`config.mk`:
```
export PLATFORM = sky130hd
export DESIGN_NAME = perm_rule_matcher
export DESIGN_NICKNAME = d
export VERILOG_FILES = /design/src/rtl/perm_rule_pkg.sv /design/src/rtl/prm_load_ctrl.sv /design/src/rtl/prm_rule_slot.sv /design/src/rtl/prm_first_hit.sv /design/src/rtl/perm_rule_matcher.sv
export SDC_FILE = /design/constraint.sdc
export NUM_CORES = 1
export LEC_CHECK = 0
export ABC_AREA = 1
export CELL_PAD_IN_SITES_DETAIL_PLACEMENT = 1
export CELL_PAD_IN_SITES_GLOBAL_PLACEMENT = 1
export CORE_MARGIN = 4
export CORE_UTILIZATION = 49
export CTS_CLUSTER_DIAMETER = 200
export CTS_CLUSTER_SIZE = 14
export DETAILED_ROUTE_END_ITERATION = 8
export PLACE_DENSITY = 0.95
export SLEW_MARGIN = 20
export SYNTH_ARGS = -nofsm -noshare
export SYNTH_HDL_FRONTEND = slang
export SYNTH_SLANG_ARGS = --single-unit
```
`constraint.sdc`:
```
create_clock -name clk -period 4.1 [get_ports clk]
set_input_delay 0.82 -clock clk [delete_from_list [all_inputs] [get_ports clk]]
set_output_delay 0.82 -clock clk [all_outputs]
set_load 0.005 [all_outputs]
```
`src/rtl/perm_rule_pkg.sv`:
```
package perm_rule_pkg;
    localparam int PERM_W = 11;
    localparam int REQ_W  = 2;
    localparam int ACT_W  = 8;

    typedef struct packed {
        logic [REQ_W-1:0]  req_val;
        logic [REQ_W-1:0]  req_care;
        logic [PERM_W-1:0] cur_val;
        logic [PERM_W-1:0] cur_care;
        logic [PERM_W-1:0] new_val;
        logic [PERM_W-1:0] new_care;
        logic [ACT_W-1:0]  act;
    } rule_t;

    typedef enum logic {
        ST_BOOT   = 1'b0,
        ST_LOCKED = 1'b1
    } lock_state_t;
endpackage

```
`src/rtl/prm_load_ctrl.sv`:
```
module prm_load_ctrl
    import perm_rule_pkg::*;
(
    input  logic clk,
    input  logic rst_n,
    input  logic boot_en,
    input  logic wr_req,
    output logic wr_ok,
    output logic locked,
    output logic err_pulse
);
    lock_state_t state_q, state_d;

    // state register
    always_ff @(posedge clk or negedge rst_n) begin
        if (!rst_n) state_q <= ST_BOOT;
        else        state_q <= state_d;
    end

    // next state and outputs
    always_comb begin
        state_d = state_q;
        wr_ok   = 1'b0;
        locked  = 1'b0;
        unique case (state_q)
            ST_BOOT: begin
                wr_ok = boot_en;
                if (!boot_en) state_d = ST_LOCKED; // BOOT_TO_LOCKED
            end
            ST_LOCKED: begin
                locked = 1'b1;
            end
        endcase
    end

    always_ff @(posedge clk or negedge rst_n) begin
        if (!rst_n) err_pulse <= 1'b0;
        else        err_pulse <= wr_req & ~wr_ok;
    end
endmodule

```
`src/rtl/prm_rule_slot.sv`:
```
module prm_rule_slot
    import perm_rule_pkg::*;
(
    input  logic              clk,
    input  logic              rst_n,
    input  logic              wr_en,
    input  rule_t             wr_rule,
    input  logic [REQ_W-1:0]  key_req,
    input  logic [PERM_W-1:0] key_cur,
    input  logic [PERM_W-1:0] key_new,
    output logic              match,
    output logic [ACT_W-1:0]  act
);
    rule_t rule_q;
    logic  valid_q;

    always_ff @(posedge clk or negedge rst_n) begin
        if (!rst_n) begin
            valid_q <= 1'b0;
            rule_q  <= '0;
        end else if (wr_en) begin
            valid_q <= 1'b1;
            rule_q  <= wr_rule;
        end
    end

    always_comb begin
        match = valid_q
              && (((key_req ^ rule_q.req_val) & rule_q.req_care) == '0)
              && (((key_cur ^ rule_q.cur_val) & rule_q.cur_care) == '0)
              && (((key_new ^ rule_q.new_val) & rule_q.new_care) == '0);
        act = rule_q.act;
    end
endmodule

```
`src/rtl/prm_first_hit.sv`:
```
module prm_first_hit #(
    parameter int N     = 8,
    parameter int IDX_W = (N > 1) ? $clog2(N) : 1
) (
    input  logic [N-1:0]     hits,
    output logic             any,
    output logic [IDX_W-1:0] idx
);
    always_comb begin
        any = 1'b0;
        idx = '0;
        for (int i = N - 1; i >= 0; i--) begin
            if (hits[i]) begin
                any = 1'b1;
                idx = IDX_W'(i);
            end
        end
    end
endmodule

```
`src/rtl/perm_rule_matcher.sv`:
```
module perm_rule_matcher
    import perm_rule_pkg::*;
#(
    parameter int ENTRIES = 8,
    parameter int IDX_W   = (ENTRIES > 1) ? $clog2(ENTRIES) : 1
) (
    input  logic              clk,
    input  logic              rst_n,
    input  logic              boot_en,
    input  logic              ld_we,
    input  logic [IDX_W-1:0]  ld_idx,
    input  logic [REQ_W-1:0]  ld_req_val,
    input  logic [REQ_W-1:0]  ld_req_care,
    input  logic [PERM_W-1:0] ld_cur_val,
    input  logic [PERM_W-1:0] ld_cur_care,
    input  logic [PERM_W-1:0] ld_new_val,
    input  logic [PERM_W-1:0] ld_new_care,
    input  logic [ACT_W-1:0]  ld_act,
    input  logic              lk_valid,
    input  logic [REQ_W-1:0]  lk_req,
    input  logic [PERM_W-1:0] lk_cur,
    input  logic [PERM_W-1:0] lk_new,
    output logic              rsp_valid,
    output logic              rsp_hit,
    output logic [IDX_W-1:0]  rsp_idx,
    output logic [ACT_W-1:0]  rsp_act,
    output logic              ld_err,
    output logic              locked
);
    logic             wr_ok;
    rule_t            wr_rule;
    logic [ENTRIES-1:0] hits;
    logic [ACT_W-1:0] slot_act [ENTRIES];
    logic             any_hit;
    logic [IDX_W-1:0] win_idx;

    prm_load_ctrl u_ctrl (
        .clk       (clk),
        .rst_n     (rst_n),
        .boot_en   (boot_en),
        .wr_req    (ld_we),
        .wr_ok     (wr_ok),
        .locked    (locked),
        .err_pulse (ld_err)
    );

    always_comb begin
        wr_rule.req_val  = ld_req_val;
        wr_rule.req_care = ld_req_care;
        wr_rule.cur_val  = ld_cur_val;
        wr_rule.cur_care = ld_cur_care;
        wr_rule.new_val  = ld_new_val;
        wr_rule.new_care = ld_new_care;
        wr_rule.act      = ld_act;
    end

    for (genvar g = 0; g < ENTRIES; g++) begin : g_slot
        prm_rule_slot u_slot (
            .clk     (clk),
            .rst_n   (rst_n),
            .wr_en   (ld_we && wr_ok && (ld_idx == IDX_W'(g))),
            .wr_rule (wr_rule),
            .key_req (lk_req),
            .key_cur (lk_cur),
            .key_new (lk_new),
            .match   (hits[g]),
            .act     (slot_act[g])
        );
    end

    prm_first_hit #(.N(ENTRIES), .IDX_W(IDX_W)) u_pick (
        .hits (hits),
        .any  (any_hit),
        .idx  (win_idx)
    );

    always_ff @(posedge clk or negedge rst_n) begin
        if (!rst_n) begin
            rsp_valid <= 1'b0;
            rsp_hit   <= 1'b0;
            rsp_idx   <= '0;
            rsp_act   <= '0;
        end else begin
            rsp_valid <= lk_valid;
            rsp_hit   <= lk_valid && any_hit;
            rsp_idx   <= (lk_valid && any_hit) ? win_idx : '0;
            rsp_act   <= (lk_valid && any_hit) ? slot_act[win_idx] : '0;
        end
    end
endmodule

```
==> flow_summary.json, run 1 <==
{
  "cts_resized": 0,
  "fp.coreArea_sq_um": 43200,
  "fin_crit_sh": 0.827,
  "endpoint_kind": "flip-flop",
  "clk_pin_slew_ps": 70,
  "antenna_found_initial": 0,
  "layout_min_cycle_time_ps": 3390,
  "vias_per_cell": 6.06,
  "grt_pass1_wl_mm": 125,
  "cp-start-kind": "input pin",
  "hold_viol": 0,
  "syn_to_final_growth_pct": 13.2,
  "fillers": 5188,
  "syn_avg_cell_area_sq_um": 8.14,
  "numCtsBuffers": 39,
  "peakVddDrop_mv": 0.216,
  "r2r_setup_slack_ps": 1380,
  "syn_inst": 2629,
  "status": "completed",
  "grt_use_total": 0.343,
  "wl_per_cell_um": 24.6,
  "die_w_um": 217,
  "dp_hpwl_mm": 54.3,
  "crit_arrival_ps": 3860,
  "dieArea_sq_um": 47100,
  "ys_ff_latch": 471,
  "cp.required_ps": 4570,
  "power.leakage_nw": 11.5,
  "worstMarginPinSlew_ps": 938,
  "ys_seq_area_frac": 0.551,
  "cts_root_buf": "clkbuf_16",
  "dieHeight_um": 217,
  "ant_nets": 0,
  "maxCapViolCount": 0,
  "register_area_sq_um": 11800,
  "layout_commonest_cell": "nand2_1",
  "start_util": 0.496,
  "maxSlewHeadroom": 0.375,
  "cts_tree": "yes",
  "final_cell_mix": "nand2_1 (795), dfrtp_1 (471), o21ai_0 (461), inv_1 (212), nand3_1 (176)",
  "drc": 0,
  "clk_latency_ps": 590,
  "dr_total_vias": 19929,
  "rr_worst_depth": 10,
  "drt-pass1-iter-count": 6,
  "r2r-start": "g_slot[7].u_slot.rule_q[25]",
  "post_cts_buffers": 0,
  "gp_congestion": 0.987,
  "power_density_nw_per_um2": 355,
  "htree_levels": 2,
  "rsz0062_at_grt": "false",
  "cts.hold.buffers_added": 0,
  "syn_area_sq_um": 21400,
  "startpoint": "lk_new[6]",
  "skew_ps": 27.0,
  "hold_slack_ps": 321,
  "crit_fanout": 16,
  "drt_iter0_drc": 2141,
  "antenna_cells": 0,
  "routed_wl_mm": 80.8,
  "r2r_end": "rsp_act[1]",
  "yosysWarnings": 0,
  "synth.distinct_cells": 38,
  "placementRows": 76,
  "io_buffers": 102,
  "grt_overflow": 0,
  "layout-drive-gt1-share": 0.0551,
  "grt_pass1_vias": 21476,
  "final_util": 0.561,
  "multiInputGateArea_sq_um": 8260,
  "crit_type": "in2reg",
  "grt_max_degree": 114,
  "fmax_ghz": 0.295,
  "setup_violations": 0,
  "finalMaxSlewViolations": 0,
  "ctsLongestPathBuffers": 3,
  "syn-num-nets": 2717,
  "nNetsFinal": 2791,
  "cts_sinks": 471,
  "hold_class": "in2async",
  "tns_ps": 0,
  "endpoint": "rsp_act[1]",
  "pin_count": 103
}
==> routing by layer <==
metal	track usage	part of all wire	vias to the layer above
li1	-	-	8584
met1	0.425	0.38	10209
met2	0.583	0.49	872
met3	0.0592	0.070	264
met4	0.169	0.055	0
met5	0	0	-
==> synth_stat cells <==
library cell / n / share of area
a21oi_1: 82 / 0.019
a21oi_4: 1 / 0.00076
a31oi_1: 2 / 0.00058
buf_2: 13 / 0.0030
buf_4: 11 / 0.0039
buf_6: 10 / 0.0053
clkbuf_1: 94 / 0.016
clkinv_1: 1 / 0.00018
dfrtp_1: 471 / 0.55
inv_1: 216 / 0.038
inv_2: 2 / 0.00035
nand2_1: 796 / 0.14
nand2_2: 1 / 0.00029
nand2_4: 4 / 0.0021
nand2b_1: 1 / 0.00029
nand3_1: 178 / 0.042
nand3b_1: 7 / 0.0025
nand4_1: 27 / 0.0079
nand4_2: 1 / 0.00058
nor2_1: 155 / 0.027
nor2_2: 4 / 0.0012
nor3_1: 13 / 0.0030
nor3_2: 1 / 0.00047
nor3b_1: 2 / 0.00070
nor3b_2: 1 / 0.00058
nor4_1: 4 / 0.0012
nor4_2: 1 / 0.00058
nor4_4: 1 / 0.00099
o2111a_1: 1 / 0.00053
o2111ai_1: 6 / 0.0025
o21a_1: 3 / 0.0011
o21ai_0: 461 / 0.11
o21ai_1: 1 / 0.00023
o22ai_1: 2 / 0.00058
or2_0: 2 / 0.00058
or2_1: 12 / 0.0035
or2_2: 19 / 0.0056
xor2_1: 22 / 0.0090
==> per-stage QoR <==
step	cell area (sq um)	setup WS (ps)	power [mW]	std cells
detailed placement	23200	209	5.20	3247
floorplan	21400	1620	4.88	2629
CTS	24200	806	8.63	3289
global placement	23200	347	5.19	3247
global route	24200	544	8.85	3289
finish	24200	708	8.61	3289
==> cell type report <==
cell class / count / area share
Clock buffer: 41 / 0.0423
Clock inverter: 1 / 0.000310
Inverter: 219 / 0.0339
Multi-Input combinational cell: 1811 / 0.341
Sequential cell: 471 / 0.486
Tap cell: 585 / 0.0302
Timing Repair Buffer: 161 / 0.0660
==> worst min path at each step <==
stage | to | slack, ps
after floorplan | g_slot[4].u_slot.valid_q | 420
after global placement | g_slot[4].u_slot.valid_q | 440
after detailed placement | g_slot[4].u_slot.valid_q | 440
after CTS | g_slot[4].u_slot.rule_q[35] | 330
after global routing | g_slot[1].u_slot.rule_q[10] | 370
final | g_slot[7].u_slot.rule_q[47] | 320
==> cells by family after synthesis <==
family                 synth area share
XOR/XNOR                        0.00900
AND/OR/NAND/NOR                   0.240
buffers and inverters            0.0670
AO/OA/AOI/OAI                     0.133
flip-flops                        0.551
==> critical path: stages <==
cell and delay (ps):
clkdlybuf4s50_1 700, o21ai_0 580, o2111ai_1 190, nor3_1 370
nand2b_1 130, nand2_1 100, nand2_1 120, a21oi_4 490
nand3_1 170, nand3_1 110, nand2_1 70
==> registers in the layout, summed over array words and instances, names as in the netlist <==
| name | flops |
|---|---|
| u_ctrl.err_pulse | 1 |
| g_slot.u_slot.valid_q | 8 |
| rsp_hit | 1 |
| u_ctrl.state_q | 1 |
| rsp_valid | 1 |
| rsp_act | 8 |
| rsp_idx | 3 |
| g_slot.u_slot.act | 64 |
| g_slot.u_slot.rule_q | 384 |
==> power breakdown <==
part / leakage [nW] / switching (mW) / internal, mW
Combinational: 5.02 / 0.331 / 0.149
Sequential: 6.01 / 0.000478 / 4.65
Clock: 0.505 / 1.72 / 1.76
Note: power is estimated with default switching activity, not from simulation.
==> run 2: changes to the inputs <==
--- a/config.mk
+++ b/config.mk
@@ -9,11 +9,11 @@
 export CELL_PAD_IN_SITES_DETAIL_PLACEMENT = 1
 export CELL_PAD_IN_SITES_GLOBAL_PLACEMENT = 1
 export CORE_MARGIN = 4
-export CORE_UTILIZATION = 49
+export CORE_UTILIZATION = 41
 export CTS_CLUSTER_DIAMETER = 200
 export CTS_CLUSTER_SIZE = 14
 export DETAILED_ROUTE_END_ITERATION = 8
-export PLACE_DENSITY = 0.95
+export PLACE_DENSITY = 0.88
 export SLEW_MARGIN = 20
 export SYNTH_ARGS = -nofsm -noshare
 export SYNTH_HDL_FRONTEND = slang
==> constraint.sdc (replaced) <==
create_clock -name clk -period 2.7 [get_ports clk]
set_input_delay 0.54 -clock clk [delete_from_list [all_inputs] [get_ports clk]]
set_output_delay 0.54 -clock clk [all_outputs]
set_load 0.005 [all_outputs]
==> run 2 against run 1 <==
- the flow now finishes with violations (negative setup slack)
- flip-flop and latch count unchanged
- power rose by 53%
- via count is 0.74% lower
- clock-buffer cell count did not move
- global-route usage down 6.4 points
- wire length fell by 1.1%
- cell count grew 6.7%
- sequential power is 52% higher
- die area grew 19%
- critical path type unchanged
- highest routed layer unchanged
==> flow_summary.json, run 2 (synthesis gave the netlist of run 1 again) <==
{
  "grtUsageMet1": 0.360,
  "die_w_um": 237,
  "combPwrFrac": 0.063,
  "final_cell_mix": "nand2_1 (790), dfrtp_1 (471), o21ai_0 (455), inv_1 (208), nand3_1 (172)",
  "met3_usage": 0.0502,
  "switching_share": 0.238,
  "place_ws_ps": -828,
  "io_buffers": 102,
  "antenna_cells": 0,
  "crit_fanout": 10,
  "placementRows": 83,
  "vias_per_cell": 5.63,
  "critPathSlowestCell": "clkdlybuf4s50_1",
  "r2r_setup_slack_ps": 90,
  "stdcell_area_sq_um": 25600,
  "dp_cells": 3455,
  "finalMaxSlewViolations": 0,
  "grt_pass1_wl_mm": 123,
  "cp-start-kind": "input pin",
  "layout_min_cycle_time_ps": 2730,
  "drt_iter0_drc": 1750,
  "clk_pin_slew_ps": 70,
  "setup_violations": 1,
  "hold_viol": 0,
  "fmax_ghz": 0.367,
  "grt_overflow": 0,
  "hold_class": "reg2reg",
  "start_util": 0.416,
  "final_util": 0.498,
  "power.leakage_nw": 12.3,
  "htree_levels": 2,
  "hold_slack_ps": 472,
  "dp_hpwl_mm": 54.9,
  "peakVddDrop_mv": 0.349,
  "violations": "negative setup slack",
  "hold_depth": 2,
  "skew_ps": 14.6,
  "p_int_mw": 10.0,
  "holdPathEnd": "g_slot[0].u_slot.valid_q",
  "ant_nets": 0,
  "layout-drive-gt1-share": 0.107,
  "endpoint_kind": "flip-flop",
  "switchingPower_mw": 3.13,
  "power_frac_clock": 0.401,
  "layout_commonest_cell": "nand2_1",
  "worstPathCellList": "clkdlybuf4s50_1 > buf_6 > inv_1 > o21ai_1 > buf_4 > nand2_1 > nor4_2 > nand4_1 > nand2_8 > clkbuf_16 > nand3_1 > nand3_1 > nand3_1 > nand2_1",
  "r2r_end": "rsp_act[1]",
  "wl_per_cell_um": 22.8,
  "drt-pass1-iter-count": 5,
  "layoutNonFillerInstCount": 3511,
  "power_density_nw_per_um2": 514,
  "r2r-start": "g_slot[3].u_slot.rule_q[41]",
  "worstMarginPinSlew_ps": 714,
  "nNetsFinal": 2918,
  "cp.required_ps": 3190,
  "dr_total_vias": 19782,
  "largest_reg_flops": 384,
  "fp.coreArea_sq_um": 51500,
  "cts_sinks": 471,
  "maxSlewHeadroom": 0.524,
  "dieArea_sq_um": 55900,
  "power_frac_seq": 0.536,
  "cts_root_buf": "clkbuf_16",
  "clk_latency_ps": 580,
  "gp_congestion": 1.00,
  "fin_crit_sh": 1.01,
  "met2_usage": 0.466,
  "dieHeight_um": 237,
  "pin_count": 103,
  "maxCapViolCount": 0,
  "min_from": "g_slot[0].u_slot.valid_q",
  "ctsLongestPathBuffers": 3,
  "crit_arrival_ps": 3220,
  "grt-busiest-layer": "met2",
  "grt_pass1_vias": 20961,
  "largest-register": "g_slot.u_slot.rule_q",
  "rr_worst_depth": 14,
  "crit_path_frequent_cell": "nand3_1",
  "cts_tree": "yes",
  "drc": 0,
  "dpl_cell_area_sq_um": 24200,
  "timing.final.ws_setup_ps": -28.5,
  "grt_max_degree": 114,
  "routed_wl_mm": 80.0,
  "syn_to_final_growth_pct": 19.8,
  "crit_type": "in2reg",
  "slowest_delay_ps": 490,
  "antenna_found_initial": 0,
  "grt_use_total": 0.279,
  "status": "complete, but fails checks",
  "numCtsBuffers": 39
}
## run 2: cell count changes in the layout (fill, tap and decap cells not counted), moves of 5 or more
cell / previous run / this run
buf_12: 10 / 17
buf_4: 48 / 152
buf_6: 1 / 8
clkdlybuf4s50_1: 101 / 91
dlymetal6s2s_1: 0 / 8
inv_2: 6 / 11
nand2_1: 795 / 790
nor2_1: 151 / 146
nor2_2: 3 / 8
o21ai_0: 461 / 455
## run 2: worst max-delay path by stage
stage | slack (ps) | depth (start not counted) | start | end
floorplan | 500 | 13 | lk_new[5] | rsp_act[3]
global placement | -670 | 14 | lk_new[5] | rsp_act[6]
detailed placement | -830 | 14 | lk_cur[0] | rsp_act[1]
CTS | 9 | 13 | lk_new[3] | rsp_act[1]
global route | -180 | 20 | lk_cur[9] | rsp_act[1]
finish | -30 | 14 | lk_new[9] | rsp_act[1]
## run 2: layout make-up
type | instances | area, sq um
clock buffer | 41 | 1030
clock inverter | 1 | 7.51
fill | 6196 | 25900
inverter | 219 | 822
multi-input combinational | 1816 | 8460
sequential | 471 | 11800
tap | 680 | 851
timing repair buffer | 283 | 2690
## run 2: per-stage QoR
step                      total power [mW]  setup TNS [ps]
after floorplan                       7.42               0
after global placement                7.97           -7480
after detailed placement              8.00           -8640
after CTS                             13.2               0
after global routing                  13.6            -890
final                                 13.2           -28.5
## run 2: power groups by stage
| stage | Combinational (mW) | Sequential [mW] | Clock (mW) |
|---|---|---|---|
| floorplan | 0.224 | 7.19 | 0 |
| global placement | 0.781 | 7.19 | 0 |
| detailed placement | 0.808 | 7.19 | 0 |
| CTS | 0.819 | 7.05 | 5.31 |
| global route | 0.905 | 7.05 | 5.61 |
| finish | 0.834 | 7.05 | 5.28 |
## run 2: layer usage
metal / vias up / part of all wire
met5: - / 0
li1: 8855 / -
met4: 0 / 0.044
met1: 10085 / 0.41
met2: 665 / 0.49
met3: 177 / 0.063
## run 2: repair_timing
item | in CTS | in global routing
endpoints found under the setup margin | 11 | 9
gates cloned | 1 | 6
pin swaps | 4 | 14
resized for setup | 9 | 59
hold buffers | 1 | 0
hold endpoints to repair | 15 | 0
buffers inserted | 1 | 5
## run 2: critical path: cells and delay by family
| kind | cells | cell delay [ps] |
|---|---|---|
| buffers and inverters | 5 | 1100 |
| and+or+nand+nor | 8 | 1430 |
| AOI/OAI and AO/OA | 1 | 160 |
==> run 3: changes to the inputs <==
--- a/config.mk
+++ b/config.mk
@@ -9,11 +9,12 @@
 export CELL_PAD_IN_SITES_DETAIL_PLACEMENT = 1
 export CELL_PAD_IN_SITES_GLOBAL_PLACEMENT = 1
 export CORE_MARGIN = 4
-export CORE_UTILIZATION = 41
+export CORE_UTILIZATION = 49
 export CTS_CLUSTER_DIAMETER = 200
 export CTS_CLUSTER_SIZE = 14
 export DETAILED_ROUTE_END_ITERATION = 8
-export PLACE_DENSITY = 0.88
+export PLACE_DENSITY = 0.95
+export SETUP_SLACK_MARGIN = 0.15
 export SLEW_MARGIN = 20
 export SYNTH_ARGS = -nofsm -noshare
 export SYNTH_HDL_FRONTEND = slang
==> constraint.sdc (replaced) <==
create_clock -name clk -period 3.5 [get_ports clk]
set_input_delay 0.7 -clock clk [delete_from_list [all_inputs] [get_ports clk]]
set_output_delay 0.7 -clock clk [all_outputs]
set_load 0.005 [all_outputs]
==> run 3 against run 2 <==
- the run now ends clean
- combinational power down 29%
- critical path depth up 3
- worst setup slack better by 280 ps
- largest cell class unchanged
- flip-flop and latch count unchanged
- first-iteration DRC count up 11%
- largest power group unchanged
- global-route usage up 6.7 points
- sequential share of layout area up 2.2 points
- cell area down 4.6%
- register-to-register slack better by 700 ps
- sequential power down 23%
- clock-buffer cell count unchanged
- clock power down 22%
==> flow_summary.json, run 3 (synthesis gave the netlist of run 1 again) <==
{
  "status": "completed",
  "hold_slack_ps": 118,
  "cp.required_ps": 3960,
  "drt-pass1-iter-count": 5,
  "fp.coreArea_sq_um": 43200,
  "die_w_um": 217,
  "ctsLongestPathBuffers": 3,
  "dpl_cell_area_sq_um": 23400,
  "maxSlewHeadroom": 0.353,
  "htree_levels": 2,
  "maxCapViolCount": 0,
  "layout-drive-gt1-share": 0.0644,
  "syn_to_final_growth_pct": 14.3,
  "fmax_ghz": 0.308,
  "skew_ps": 16.8,
  "dieHeight_um": 217,
  "routed_wl_mm": 81.9,
  "finalMaxSlewViolations": 0,
  "largest-register": "g_slot.u_slot.rule_q",
  "crit_type": "in2reg",
  "rsz0062_at_grt": "false",
  "cp-start-kind": "input pin",
  "pin_count": 103,
  "dr_total_vias": 19981,
  "worstMarginPinSlew_ps": 970,
  "multiInputGateArea_sq_um": 8270,
  "numCtsBuffers": 39,
  "clk_pin_slew_ps": 80,
  "dp_hpwl_mm": 54.8,
  "fillers": 5188,
  "ant_nets": 0,
  "grt_pass1_wl_mm": 127,
  "grt_pass1_vias": 21875,
  "power.leakage_nw": 11.7,
  "peakVddDrop_mv": 0.256,
  "vias_per_cell": 6.03,
  "gp_congestion": 0.980,
  "power_density_nw_per_um2": 414,
  "placementRows": 76,
  "io_buffers": 102,
  "drc": 0,
  "nNetsFinal": 2818,
  "stdcell_area_sq_um": 24500,
  "cts.hold.buffers_added": 0,
  "hold_class": "in2async",
  "cts_sinks": 471,
  "power_mw": 10.1,
  "antenna_cells": 0,
  "largest_reg_flops": 384,
  "crit_fanout": 17,
  "fin_crit_sh": 0.928,
  "drt_iter0_drc": 1937,
  "start_util": 0.496,
  "endpoint_kind": "flip-flop",
  "register_area_sq_um": 11800,
  "final_cell_mix": "nand2_1 (795), dfrtp_1 (471), o21ai_0 (461), inv_1 (212), nand3_1 (176)",
  "dieArea_sq_um": 47100,
  "setup_violations": 0,
  "layout_commonest_cell": "nand2_1",
  "grt_use_total": 0.346,
  "cts_root_buf": "clkbuf_16",
  "cts_tree": "yes",
  "clk_latency_ps": 580,
  "crit_arrival_ps": 3710,
  "grt_max_degree": 114,
  "antenna_found_initial": 1,
  "grt_overflow": 0,
  "tns_ps": 0,
  "layout_min_cycle_time_ps": 3250,
  "final_util": 0.567,
  "hold_viol": 0,
  "wl_per_cell_um": 24.7
}
-- run 3: cell types whose count changed in the layout (fill, tap and decap cells not counted), sizes merged, moves of 2 or more --
| cell | delta |
|---|---|
| clkbuf | -2 |
| buf | -92 |
| dlymetal6s2s | -8 |
| clkdlybuf4s50 | +10 |
| nand2 | -4 |
| dlygate4sd2 | -2 |
-- run 3: area by class of cell --
type,count,share of cell area
clock inverters,1,0.000307
well taps,585,0.0299
multi-input cells,1811,0.338
clock buffers,41,0.0419
repair buffers,188,0.0746
flip-flops and latches,471,0.482
inverters,219,0.0336
-- run 3: through the flow --
step	worst slack, ps	cells
6_report	252	3316
5_1_grt	106	3316
4_1_cts	313	3316
3_5_place_dp	-215	3274
3_3_place_gp	-5.14	3274
2_1_floorplan	1140	2629
-- run 3: power breakdown --
group	internal (mW)	switching, mW	total [mW]
combinational	0.190	0.398	0.589
sequential	5.44	0.000508	5.44
clock	2.07	2.03	4.10
-- run 3: worst max-delay path, cell delays in order --
cell,delay [ps]
clkdlybuf4s50_1,560
buf_4,240
or2_2,290
nand3_1,70
nand2_1,60
nor2_1,210
nand4_1,200
nor2_1,150
nand2_1,110
nand2_1,120
inv_1,70
nand2_1,170
nand2_1,120
nand2_4,230
nand3_1,150
nand3_1,150
nand2_1,90
-- run 3: timing repair --
action                                  4_1_cts  5_1_grt
setup buffers                                 0        0
gates resized for setup                       0        2
endpoints found under the hold margin         0        0
endpoints found under the setup margin        0        2
-- run 3: final timing paths --
path	slack, ps	to	from	cells past startpoint
max reg2reg	790	rsp_act[0]	g_slot[0].u_slot.rule_q[48]	12
min reg2reg	480	g_slot[4].u_slot.valid_q	g_slot[4].u_slot.valid_q	2
min in group clk	480	g_slot[4].u_slot.valid_q	g_slot[4].u_slot.valid_q	2
max	250	rsp_act[0]	lk_cur[0]	17
min	120	g_slot[2].u_slot.rule_q[36]	rst_n	1
max in group asynchronous	2310	g_slot[5].u_slot.rule_q[17]	rst_n	3
-- run 3: metal layers --
metal	wire length (um)	up-vias	global-route usage	share of wire
met5	8	-	0	0.000098
met4	5030	2	0.187	0.061
met3	6010	292	0.0695	0.073
met2	39600	886	0.574	0.48
met1	31300	10179	0.427	0.38
li1	-	8622	-	-
